<file path="config.mk">
export PLATFORM = sky130hd
export DESIGN_NAME = txnib_payload_if
export DESIGN_NICKNAME = d
export VERILOG_FILES = /design/src/rtl/txnib_pkg.sv /design/src/rtl/txnib_frame_timer.sv /design/src/rtl/txnib_clk_gen.sv /design/src/rtl/txnib_shifter.sv /design/src/rtl/txnib_payload_if.sv
export SDC_FILE = /design/constraint.sdc
export NUM_CORES = 1
export LEC_CHECK = 0
export BUFFER_PORTS_ARGS = -buffer_cell sky130_fd_sc_hd__buf_4
export CAP_MARGIN = 20
export CORE_UTILIZATION = 61
export CTS_CLUSTER_SIZE = 16
export DETAILED_ROUTE_END_ITERATION = 16
export PLACE_DENSITY_LB_ADDON = 0.3
export SLEW_MARGIN = 10
export SYNTH_ARGS = -nofsm -noshare
export SYNTH_HDL_FRONTEND = slang
export SYNTH_HIERARCHICAL = 1
export SYNTH_SLANG_ARGS = --single-unit
</file>
<file path="constraint.sdc">
create_clock -name clk_i -period 5.3 [get_ports clk_i]
set_input_delay 0.795 -clock clk_i [delete_from_list [all_inputs] [get_ports clk_i]]
set_output_delay 0.795 -clock clk_i [all_outputs]
set_load 0.01 [all_outputs]
</file>
<file path="src/rtl/txnib_pkg.sv">
package txnib_pkg;
  localparam int unsigned NIB_W_DEF    = 4;
  localparam int unsigned BLK_BITS_DEF = 85;   // one overhead bit + payload
  localparam int unsigned N_BLKS_DEF   = 56;
endpackage

</file>
<file path="src/rtl/txnib_frame_timer.sv">
module txnib_frame_timer #(
  parameter int unsigned BLK_BITS = 85,
  parameter int unsigned N_BLKS   = 56,
  localparam int unsigned BIT_W   = $clog2(BLK_BITS),
  localparam int unsigned BLK_W   = $clog2(N_BLKS)
) (
  input  logic             clk_i,
  input  logic             rst_ni,
  input  logic             frame_ref_i,
  output logic             run_q_o,
  output logic             run_d_o,
  output logic [BIT_W-1:0] bit_q_o,
  output logic [BIT_W-1:0] bit_d_o,
  output logic [BLK_W-1:0] blk_q_o,
  output logic             ref_rise_o,
  output logic             misalign_o
);
  logic             ref_q, run_q, run_d, misalign_q;
  logic [BIT_W-1:0] bit_q, bit_d;
  logic [BLK_W-1:0] blk_q, blk_d;
  logic             ref_rise, last_bit, last_blk, at_end;

  assign ref_rise = frame_ref_i & ~ref_q;
  assign last_bit = (bit_q == BIT_W'(BLK_BITS - 1));
  assign last_blk = (blk_q == BLK_W'(N_BLKS - 1));
  assign at_end   = run_q & last_bit & last_blk;

  always_comb begin
    run_d = run_q;
    bit_d = bit_q;
    blk_d = blk_q;
    if (ref_rise) begin
      run_d = 1'b1;
      bit_d = '0;
      blk_d = '0;
    end else if (run_q) begin
      if (last_bit) begin
        bit_d = '0;
        blk_d = last_blk ? '0 : blk_q + BLK_W'(1);
      end else begin
        bit_d = bit_q + BIT_W'(1);
      end
    end
  end

  always_ff @(posedge clk_i or negedge rst_ni) begin
    if (!rst_ni) begin
      ref_q      <= 1'b0;
      run_q      <= 1'b0;
      bit_q      <= '0;
      blk_q      <= '0;
      misalign_q <= 1'b0;
    end else begin
      ref_q      <= frame_ref_i;
      run_q      <= run_d;
      bit_q      <= bit_d;
      blk_q      <= blk_d;
      misalign_q <= ref_rise & run_q & ~at_end;
    end
  end

  assign run_q_o    = run_q;
  assign run_d_o    = run_d;
  assign bit_q_o    = bit_q;
  assign bit_d_o    = bit_d;
  assign blk_q_o    = blk_q;
  assign ref_rise_o = ref_rise;
  assign misalign_o = misalign_q;

  p_resync_r7: assert property (@(posedge clk_i) disable iff (!rst_ni)
    ref_rise |=> (run_q && bit_q == '0 && blk_q == '0));
  p_flag_width_r7: assert property (@(posedge clk_i) disable iff (!rst_ni)
    misalign_q |=> !misalign_q);
  p_aligned_quiet_r6: assert property (@(posedge clk_i) disable iff (!rst_ni)
    (ref_rise && at_end) |=> !misalign_q);
  p_blk_wrap_r4: assert property (@(posedge clk_i) disable iff (!rst_ni)
    (run_q && last_bit && !ref_rise) |=> (bit_q == '0));
endmodule

</file>
<file path="src/rtl/txnib_clk_gen.sv">
module txnib_clk_gen #(
  parameter int unsigned NIB_W    = 4,
  parameter int unsigned BLK_BITS = 85,
  localparam int unsigned BIT_W   = $clog2(BLK_BITS)
) (
  input  logic             clk_i,
  input  logic             rst_ni,
  input  logic             run_q_i,
  input  logic             run_d_i,
  input  logic [BIT_W-1:0] bit_q_i,
  input  logic [BIT_W-1:0] bit_d_i,
  output logic             nib_clk_o
);
  logic [BIT_W-1:0] pay_d, pay_q;
  logic             nib_d, nib_q;

  // payload index of the next cycle; high half of each nibble slot is low
  assign pay_d = bit_d_i - BIT_W'(1);
  assign pay_q = bit_q_i - BIT_W'(1);
  assign nib_d = run_d_i && (bit_d_i != '0) &&
                 ((pay_d % BIT_W'(NIB_W)) < BIT_W'(NIB_W / 2));

  always_ff @(posedge clk_i or negedge rst_ni) begin
    if (!rst_ni) nib_q <= 1'b0;
    else         nib_q <= nib_d;
  end

  assign nib_clk_o = nib_q;

  p_rise_phase_r2: assert property (@(posedge clk_i) disable iff (!rst_ni)
    $rose(nib_q) |-> (run_q_i && bit_q_i != '0 && (pay_q % BIT_W'(NIB_W)) == '0));
  p_oh_low_r2: assert property (@(posedge clk_i) disable iff (!rst_ni)
    (run_q_i && bit_q_i == '0) |-> !nib_q);
endmodule

</file>
<file path="src/rtl/txnib_shifter.sv">
module txnib_shifter #(
  parameter int unsigned NIB_W = 4
) (
  input  logic             clk_i,
  input  logic             rst_ni,
  input  logic             load_i,
  input  logic [NIB_W-1:0] nib_i,
  output logic             ser_o
);
  logic [NIB_W-1:0] sr_q;

  always_ff @(posedge clk_i or negedge rst_ni) begin
    if (!rst_ni)     sr_q <= '0;
    else if (load_i) sr_q <= nib_i;
    else             sr_q <= {sr_q[NIB_W-2:0], 1'b0};
  end

  assign ser_o = sr_q[NIB_W-1];

  p_msb_first_r3: assert property (@(posedge clk_i) disable iff (!rst_ni)
    load_i |=> (ser_o == $past(nib_i[NIB_W-1])));
  p_shift_r3: assert property (@(posedge clk_i) disable iff (!rst_ni)
    !load_i |=> (ser_o == $past(sr_q[NIB_W-2])));
endmodule

</file>
<file path="src/rtl/txnib_payload_if.sv">
module txnib_payload_if
  import txnib_pkg::*;
#(
  parameter int unsigned NIB_W    = NIB_W_DEF,
  parameter int unsigned BLK_BITS = BLK_BITS_DEF,
  parameter int unsigned N_BLKS   = N_BLKS_DEF
) (
  input  logic             clk_i,
  input  logic             rst_ni,
  input  logic             frame_ref_i,
  input  logic [NIB_W-1:0] nib_i,
  output logic             nib_clk_o,
  output logic             ser_data_o,
  output logic             ser_valid_o,
  output logic             sof_o,
  output logic             misalign_o
);
  localparam int unsigned BIT_W = $clog2(BLK_BITS);
  localparam int unsigned BLK_W = $clog2(N_BLKS);

  logic             run_q, run_d, ref_rise, cap;
  logic [BIT_W-1:0] bit_q, bit_d;
  logic [BLK_W-1:0] blk_q;

  txnib_frame_timer #(.BLK_BITS(BLK_BITS), .N_BLKS(N_BLKS)) u_timer (
    .clk_i      (clk_i),
    .rst_ni     (rst_ni),
    .frame_ref_i(frame_ref_i),
    .run_q_o    (run_q),
    .run_d_o    (run_d),
    .bit_q_o    (bit_q),
    .bit_d_o    (bit_d),
    .blk_q_o    (blk_q),
    .ref_rise_o (ref_rise),
    .misalign_o (misalign_o)
  );

  txnib_clk_gen #(.NIB_W(NIB_W), .BLK_BITS(BLK_BITS)) u_clk (
    .clk_i    (clk_i),
    .rst_ni   (rst_ni),
    .run_q_i  (run_q),
    .run_d_i  (run_d),
    .bit_q_i  (bit_q),
    .bit_d_i  (bit_d),
    .nib_clk_o(nib_clk_o)
  );

  // capture at the end of the slot preceding each nibble's four payload bits
  assign cap = run_q && !ref_rise && (bit_q < BIT_W'(BLK_BITS - 1)) &&
               ((bit_q % BIT_W'(NIB_W)) == '0);

  txnib_shifter #(.NIB_W(NIB_W)) u_shift (
    .clk_i (clk_i),
    .rst_ni(rst_ni),
    .load_i(cap),
    .nib_i (nib_i),
    .ser_o (ser_data_o)
  );

  assign ser_valid_o = run_q && (bit_q != '0);
  assign sof_o       = run_q && (bit_q == BIT_W'(1)) && (blk_q == '0);

  p_idle_r1: assert property (@(posedge clk_i) disable iff (!rst_ni)
    !run_q |-> (!nib_clk_o && !ser_valid_o && !sof_o));
  p_sof_in_payload_r5: assert property (@(posedge clk_i) disable iff (!rst_ni)
    sof_o |-> ser_valid_o);
  p_cap_on_rise_r3: assert property (@(posedge clk_i) disable iff (!rst_ni)
    cap |=> $rose(nib_clk_o));
  p_no_flag_idle_r7: assert property (@(posedge clk_i) disable iff (!rst_ni)
    (!run_q && ref_rise) |=> !misalign_o);
endmodule

</file>
==> flow_summary.json, run 1 <==
{
  "outcome": "finished clean",
  "ys_seq_area_share_pct": 43.2,
  "antenna_found_initial": 0,
  "power.density_nw_per_um2": 323,
  "grt.met2_usage_pct": 37.2,
  "numClockSinks": 21,
  "htreeDepth": 1,
  "synth_top_family_by_area": "simple AND/OR/NAND/NOR gates",
  "crit_required_ns": 5.49,
  "dp_hpwl_mm": 1.66,
  "finalMaxSlewViolations": 0,
  "tightest_slew_ns": 0.738,
  "seqCellArea_um2": 526,
  "holdCritPathClass": "in -> async",
  "syn-num-nets": 134,
  "synth_fa_ha_area_share_pct": 4.11,
  "drive_gt1_share_pct": 19.7,
  "r2r_slack_ns": 3.12,
  "finalCritPeriodShare_pct": 45.6,
  "antenna_cells": 0,
  "drt-initial-drc-count": 41,
  "max_slew_margin_pct": 50.1,
  "grt_remaining_overflow": 0,
  "met1_usage_pct": 37.4,
  "hold_viol": 0,
  "finalSetupTns_ns": 0,
  "ys.warnings.count": 6,
  "wl_per_cell_um": 15.2,
  "clk_path_buf_depth": 2,
  "instances_no_fill": 157,
  "reg2reg_depth": 4,
  "worstPathArrival_ns": 2.60,
  "setup_slack_ns": 2.88,
  "grt_max_degree": 22,
  "multi_input_area_um2": 623,
  "cp-end-kind": "register",
  "start_util_pct": 67.6,
  "numCtsBuffers": 3,
  "cp-start-kind": "input port",
  "io_pins": 12,
  "fp-row-count": 15,
  "synthDistinctLibCells": 44,
  "clk_latency_ns": 0.30,
  "core_um2": 1800,
  "n_fill_cell": 140,
  "grt_pass1_vias": 890,
  "fin_crit_ns": 2.42,
  "p_total_uw": 423,
  "io_buffers": 11,
  "via_per_inst": 6.43,
  "grt_util_all_layers_pct": 25.5,
  "postCtsSetupBuffers": 0,
  "cts_hold_buf": 0,
  "chipWidth_um": 46.7,
  "dpl.cell_count": 153,
  "dieArea_um2": 2180,
  "ys_ff_latch": 21,
  "cts_root_buffer": "clkbuf_4",
  "max_freq_mhz": 414,
  "fin_util_pct": 72.8,
  "synthXorXnorAreaFrac_pct": 0,
  "regToRegStartpoint": "u_timer/ref_q",
  "startpoint": "frame_ref_i",
  "avgSynthCellArea_um2": 9.90,
  "synth_compound_area_share_pct": 14.8,
  "drc": 0,
  "final_net_count": 144,
  "cp_max_fo": 14,
  "die_h_um": 46.7,
  "first_pass_iters": 4,
  "use_met3_pct": 4.71,
  "cts_resized": 0,
  "ir_worst_vdd_mv": 0.225,
  "drv_cap": 0,
  "finClkSkew_ns": 0.00697,
  "ant_nets": 0,
  "synth-simple-area-share_pct": 27.9,
  "synth.cell_area_um2": 1220,
  "place_ws_ns": 2.58,
  "critPathKind": "in -> reg",
  "netlist_instances": 123,
  "setup_violations": 0,
  "area_delta_synth_final_pct": 7.71,
  "synth.mux.area_fraction_pct": 4.42,
  "grt_first_pass_wirelength_mm": 3.91,
  "clk_pin_slew_ns": 0.12,
  "top_usage_layer": "met1",
  "cts_tree": "done",
  "gp_congestion": 0.857,
  "routed_wl_mm": 2.39,
  "num_vias": 1010,
  "rsz0062_at_grt": "no",
  "power.leakage_nw": 0.548
}
==> cell families (layout without fill, tap and decap cells) <==
logic type,Yosys count,after routing
compound gates,27,27
fa+ha+maj,4,4
buf+inv,12,21
flops,21,21
mux,5,5
simple gates,54,54
==> through the flow <==
stage	area [um2]	hold WS, ns
floorplan	1220	0.456
global placement	1280	0.459
detailed placement	1280	0.472
CTS	1310	0.359
global route	1310	0.359
finish	1310	0.351
==> power breakdown <==
part	internal, mW	leakage (nW)	switching [mW]	total, mW
Sequential	0.186	0.269	0.0327	0.219
Combinational	0.0644	0.264	0.0642	0.129
Clock	0.0293	0.0150	0.0467	0.0760
==> worst paths after layout <==
kind,endpoint
worst min-delay path,u_shift/sr_q[1]
max in group asynchronous,u_timer/ref_q
worst max register to register,u_shift/sr_q[3]
min in group clk_i,u_shift/sr_q[2]
worst min register to register,u_shift/sr_q[2]
worst max-delay path,u_shift/sr_q[3]
==> layout make-up <==
cell class / instances / share of cell area, %
multi-input combinational: 90 / 47.5
sequential: 21 / 40.1
timing repair buffer: 11 / 6.30
tap: 25 / 2.39
clock buffer: 4 / 2.00
inverter: 6 / 1.72
==> cells in the final DEF (no fill, tap or decap), types with 2 or more instances in the layout <==
cell / Yosys / final
a21oi_1: 7 / 7
a31oi_1: 3 / 3
buf_4: 2 / 11
clkbuf_4: 0 / 3
dfrtp_1: 21 / 21
ha_1: 4 / 4
inv_1: 6 / 6
mux2_2: 3 / 3
mux2i_1: 2 / 2
nand2_1: 14 / 14
nand2b_1: 4 / 4
nand3_1: 7 / 7
nand4_1: 2 / 2
nor2_1: 6 / 6
nor3_1: 2 / 2
o211ai_1: 3 / 3
o21ai_0: 5 / 5
or4_1: 4 / 4
==> Yosys cell counts (all sizes together) <==
library cell | number | area [um2]
a211oi | 1 | 7.51
a21oi | 7 | 35.0
a311o | 1 | 11.3
a31oi | 3 | 18.8
a32o | 1 | 10.0
and2 | 1 | 7.51
and3 | 1 | 6.26
and4b | 1 | 10.0
and4bb | 1 | 12.5
buf | 5 | 42.5
clkbuf | 1 | 3.75
dfrtp | 21 | 526
ha | 4 | 50.1
inv | 6 | 22.5
mux2 | 3 | 33.8
mux2i | 2 | 20.0
nand2 | 14 | 52.6
nand2b | 4 | 25.0
nand3 | 7 | 35.0
nand4 | 2 | 12.5
nand4b | 1 | 8.76
nand4bb | 1 | 27.5
nor2 | 7 | 28.8
nor2b | 1 | 6.26
nor3 | 3 | 20.0
nor4 | 2 | 18.8
nor4b | 2 | 23.8
o2111ai | 1 | 8.76
o211ai | 3 | 22.5
o21a | 1 | 7.51
o21ai | 5 | 25.0
o2bb2ai | 1 | 8.76
o311ai | 1 | 8.76
o31a | 1 | 8.76
o31ai | 1 | 7.51
or3 | 2 | 13.8
or4 | 4 | 30.0
==> critical path: stages <==
cell and delay, ns:
buf_4 0.11, nand2b_1 0.25, inv_1 0.31, nor4b_1 0.73, mux2_2 0.41
==> state kept, by name (all words and copies together), names as in the netlist <==
signal,count
u_timer/ref_q,1
u_timer/bit_q_o,7
u_shift/sr_q,4
u_timer/blk_q_o,6
u_clk/nib_clk_o,1
u_timer/misalign_o,1
u_timer/run_q_o,1
==> per-layer routing <==
layer,share of wire [%],wire length [um]
met1,45,1080
met2,47,1140
met3,6.4,154
met4,0.96,23
met5,0,0
(Power assumes the default switching activity.)
==> inputs of run 2 (changes only) <==
--- a/config.mk
+++ b/config.mk
@@ -5,9 +5,10 @@
 export SDC_FILE = /design/constraint.sdc
 export NUM_CORES = 1
 export LEC_CHECK = 0
+export ABC_AREA = 1
 export BUFFER_PORTS_ARGS = -buffer_cell sky130_fd_sc_hd__buf_4
 export CAP_MARGIN = 20
-export CORE_UTILIZATION = 61
+export CORE_UTILIZATION = 57
 export CTS_CLUSTER_SIZE = 16
 export DETAILED_ROUTE_END_ITERATION = 16
 export PLACE_DENSITY_LB_ADDON = 0.3
==> constraint.sdc (replaced) <==
create_clock -name clk_i -period 2.4 [get_ports clk_i]
set_input_delay 0.36 -clock clk_i [delete_from_list [all_inputs] [get_ports clk_i]]
set_output_delay 0.36 -clock clk_i [all_outputs]
set_load 0.01 [all_outputs]
==> run 2 against run 1 <==
  * Synthesized cell count is 37% higher
  * Worst setup slack worse by 2.3 ns
  * Clock-buffer cell count stayed put
  * Sequential cell count stayed put
  * Clock power is 130% higher
  * Critical path depth is 6 higher
  * Sequential power is 110% higher
  * Synthesized area is 1.0% lower
  * Cell area is 2.7% higher
  * Non-clock buffer count is 1 higher
  * Sequential share of layout area is 1.0 points lower
  * Critical path type is now reg -> reg
  * Largest cell class unchanged
  * Largest power group unchanged
==> flow_summary.json, run 2 <==
{
  "drv_cap": 0,
  "synth-simple-area-share_pct": 32.3,
  "synth_top_family_by_area": "simple AND/OR/NAND/NOR gates",
  "synthDistinctLibCells": 21,
  "finClkSkew_ns": 0.00129,
  "synthXorXnorAreaFrac_pct": 1.45,
  "cp-start-kind": "register",
  "avgSynthCellArea_um2": 7.17,
  "p_total_uw": 927,
  "synth_area_leaders": "dfrtp_1, nand2_1, inv_1, nor2_1, ha_1",
  "outcome": "finished clean",
  "first_pass_iters": 4,
  "path_cells": "inv_1 -> ha_1 -> nand2_1 -> nor2_1 -> nand3_2 -> nand2_2 -> nor3_1 -> inv_1 -> ha_1 -> nand2_1 -> nor2_1",
  "setup_violations": 0,
  "worstPathArrival_ns": 2.07,
  "synth_top_area_share_pct": 43.6,
  "dieArea_um2": 2300,
  "routed_wl_mm": 2.27,
  "grt_remaining_overflow": 0,
  "max_slew_margin_pct": 71.3,
  "ys.flop_type": "dfrtp_1",
  "hold_viol": 0,
  "netlist_instances": 168,
  "hp-start": "frame_ref_i",
  "finalMaxSlewViolations": 0,
  "ir_worst_vdd_mv": 0.544,
  "area_delta_synth_final_pct": 11.7,
  "async_flop_share_pct": 100,
  "critPathKind": "reg -> reg",
  "numCtsBuffers": 3,
  "fp-row-count": 16,
  "fin_crit_ns": 1.86,
  "drc": 0,
  "max_freq_mhz": 537,
  "tightest_slew_ns": 0.427,
  "synth.mux.area_fraction_pct": 0,
  "htreeDepth": 1,
  "regToRegStartpoint": "u_timer/bit_q_o[1]",
  "hold_slack_ns": 0.163,
  "syn-num-nets": 179,
  "num_vias": 1051,
  "io_buffers": 11,
  "gp_congestion": 0.911,
  "cts_tree": "done",
  "critPathSlowestCell": "dfrtp_1",
  "grt_pass1_vias": 798,
  "n_fill_cell": 168,
  "ant_nets": 0,
  "slowest_delay_ns": 0.47,
  "antenna_cells": 0,
  "dp_hpwl_mm": 1.72,
  "final_net_count": 195,
  "grt_first_pass_wirelength_mm": 3.35,
  "rsz0062_at_grt": "no",
  "grt_util_all_layers_pct": 21.3,
  "wl_per_cell_um": 10.8,
  "via_per_inst": 5.00,
  "drive_gt1_share_pct": 15.8,
  "finalCritPeriodShare_pct": 77.6,
  "cp_max_fo": 12,
  "layout_common_cells": "nand2_1, inv_1, nor2_1",
  "finalSetupTns_ns": 0,
  "postCtsSetupBuffers": 0,
  "clk_pin_slew_ns": 0.11,
  "clk_path_buf_depth": 2,
  "antenna_found_initial": 0,
  "cp-end-kind": "register",
  "synth-edff-count": 0,
  "synthTopCellsByCount": "nand2_1, inv_1, nor2_1",
  "setup_slack_ns": 0.538,
  "start_util_pct": 60.8,
  "ys_seq_area_share_pct": 43.6,
  "ys_ff_latch": 21,
  "grt_max_degree": 22,
  "place_ws_ns": 0.566,
  "power.leakage_nw": 0.763,
  "holdCritPathClass": "in -> reg",
  "power.density_nw_per_um2": 689,
  "synthMostInstantiatedCell": "nand2_1",
  "largest_register_ffs": 7,
  "startpoint": "u_timer/bit_q_o[1]",
  "synth_compound_area_share_pct": 6.02,
  "drt-initial-drc-count": 36,
  "crit_required_ns": 2.61,
  "core_um2": 1980,
  "yosysTopAreaCell": "dfrtp_1",
  "die_h_um": 48.0,
  "chipWidth_um": 48.0,
  "ys.warnings.count": 6,
  "cts_root_buffer": "clkbuf_4",
  "numClockSinks": 21,
  "io_pins": 12,
  "synth.cell_area_um2": 1200,
  "final_common_cell": "nand2_1",
  "clk_latency_ns": 0.30,
  "synth_fa_ha_area_share_pct": 4.15
}
## run 2: cell types whose count changed in the layout (fill, tap and decap cells not counted), sizes merged, moves of 2 or more
cell | previous run | this run
nand2 | 14 | 49
inv | 6 | 37
nor2 | 7 | 28
nand2b | 4 | 0
or4 | 4 | 0
a21oi | 7 | 4
mux2 | 3 | 0
o211ai | 3 | 0
a31oi | 3 | 1
mux2i | 2 | 0
nor4 | 2 | 0
nor4b | 2 | 0
or3 | 2 | 0
xor2 | 0 | 2
## run 2: kinds of logic after synthesis
kind of cell | after synthesis
buf+inv | 38
fa+ha+maj | 4
compound gates | 13
xor+xnor | 2
flops | 21
simple gates | 90
## run 2: where the power goes
part	internal, mW	total [mW]	switching [mW]
sequential	0.408	0.466	0.0579
combinational	0.123	0.290	0.167
clock	0.0649	0.172	0.107
total	0.595	0.927	0.332
## run 2: repair_timing
item | CTS | global route
hold endpoints to repair | 21 | 0
hold buffers | 1 | 0
gates resized for setup | 0 | 0
## run 2: path summary, 6_finish.rpt
kind / end / slack, ns / cells past startpoint
max: u_clk/nib_clk_o / 0.54 / 11
min: u_timer/ref_q / 0.16 / 1
max reg2reg: u_clk/nib_clk_o / 0.54 / 11
min reg2reg: u_shift/sr_q[2] / 0.46 / 2
max in group asynchronous: u_timer/bit_q_o[5] / 1.73 / 2
min in group asynchronous: u_timer/bit_q_o[3] / 0.46 / 2
## run 2: cell type report
type	instances	area, um2	share of cell area, %
Clock buffer	4	26.3	1.95
Inverter	37	139	10.3
Multi-Input combinational cell	109	529	39.3
Sequential cell	21	526	39.0
Tap cell	27	33.8	2.51
Timing Repair Buffer	12	92.6	6.88
## run 2: metrics by stage
step,utilization (%),std cells,cell area [um2]
2_1_floorplan,-,168,1200
3_5_place_dp,66.1,205,1310
6_report,67.9,210,1350
5_1_grt,67.9,210,1350
3_3_place_gp,66.1,205,1310
4_1_cts,67.9,210,1350
## run 2: per-layer routing
layer | global-route usage (%) | vias to the layer above | wire, um
met5 | 0 | - | 0
met4 | 5.00 | 0 | 20
met3 | 2.26 | 2 | 101
met2 | 36.8 | 34 | 1080
met1 | 28.5 | 478 | 1070
li1 | - | 537 | -
## run 2: critical path: cells and delay by family, from the launching register on
family | cells | cell delay (ns)
adder cells (fa/ha/maj) | 2 | 0.47
buffers and inverters | 2 | 0.16
flip-flops | 1 | 0.47
AND/OR/NAND/NOR | 7 | 0.67
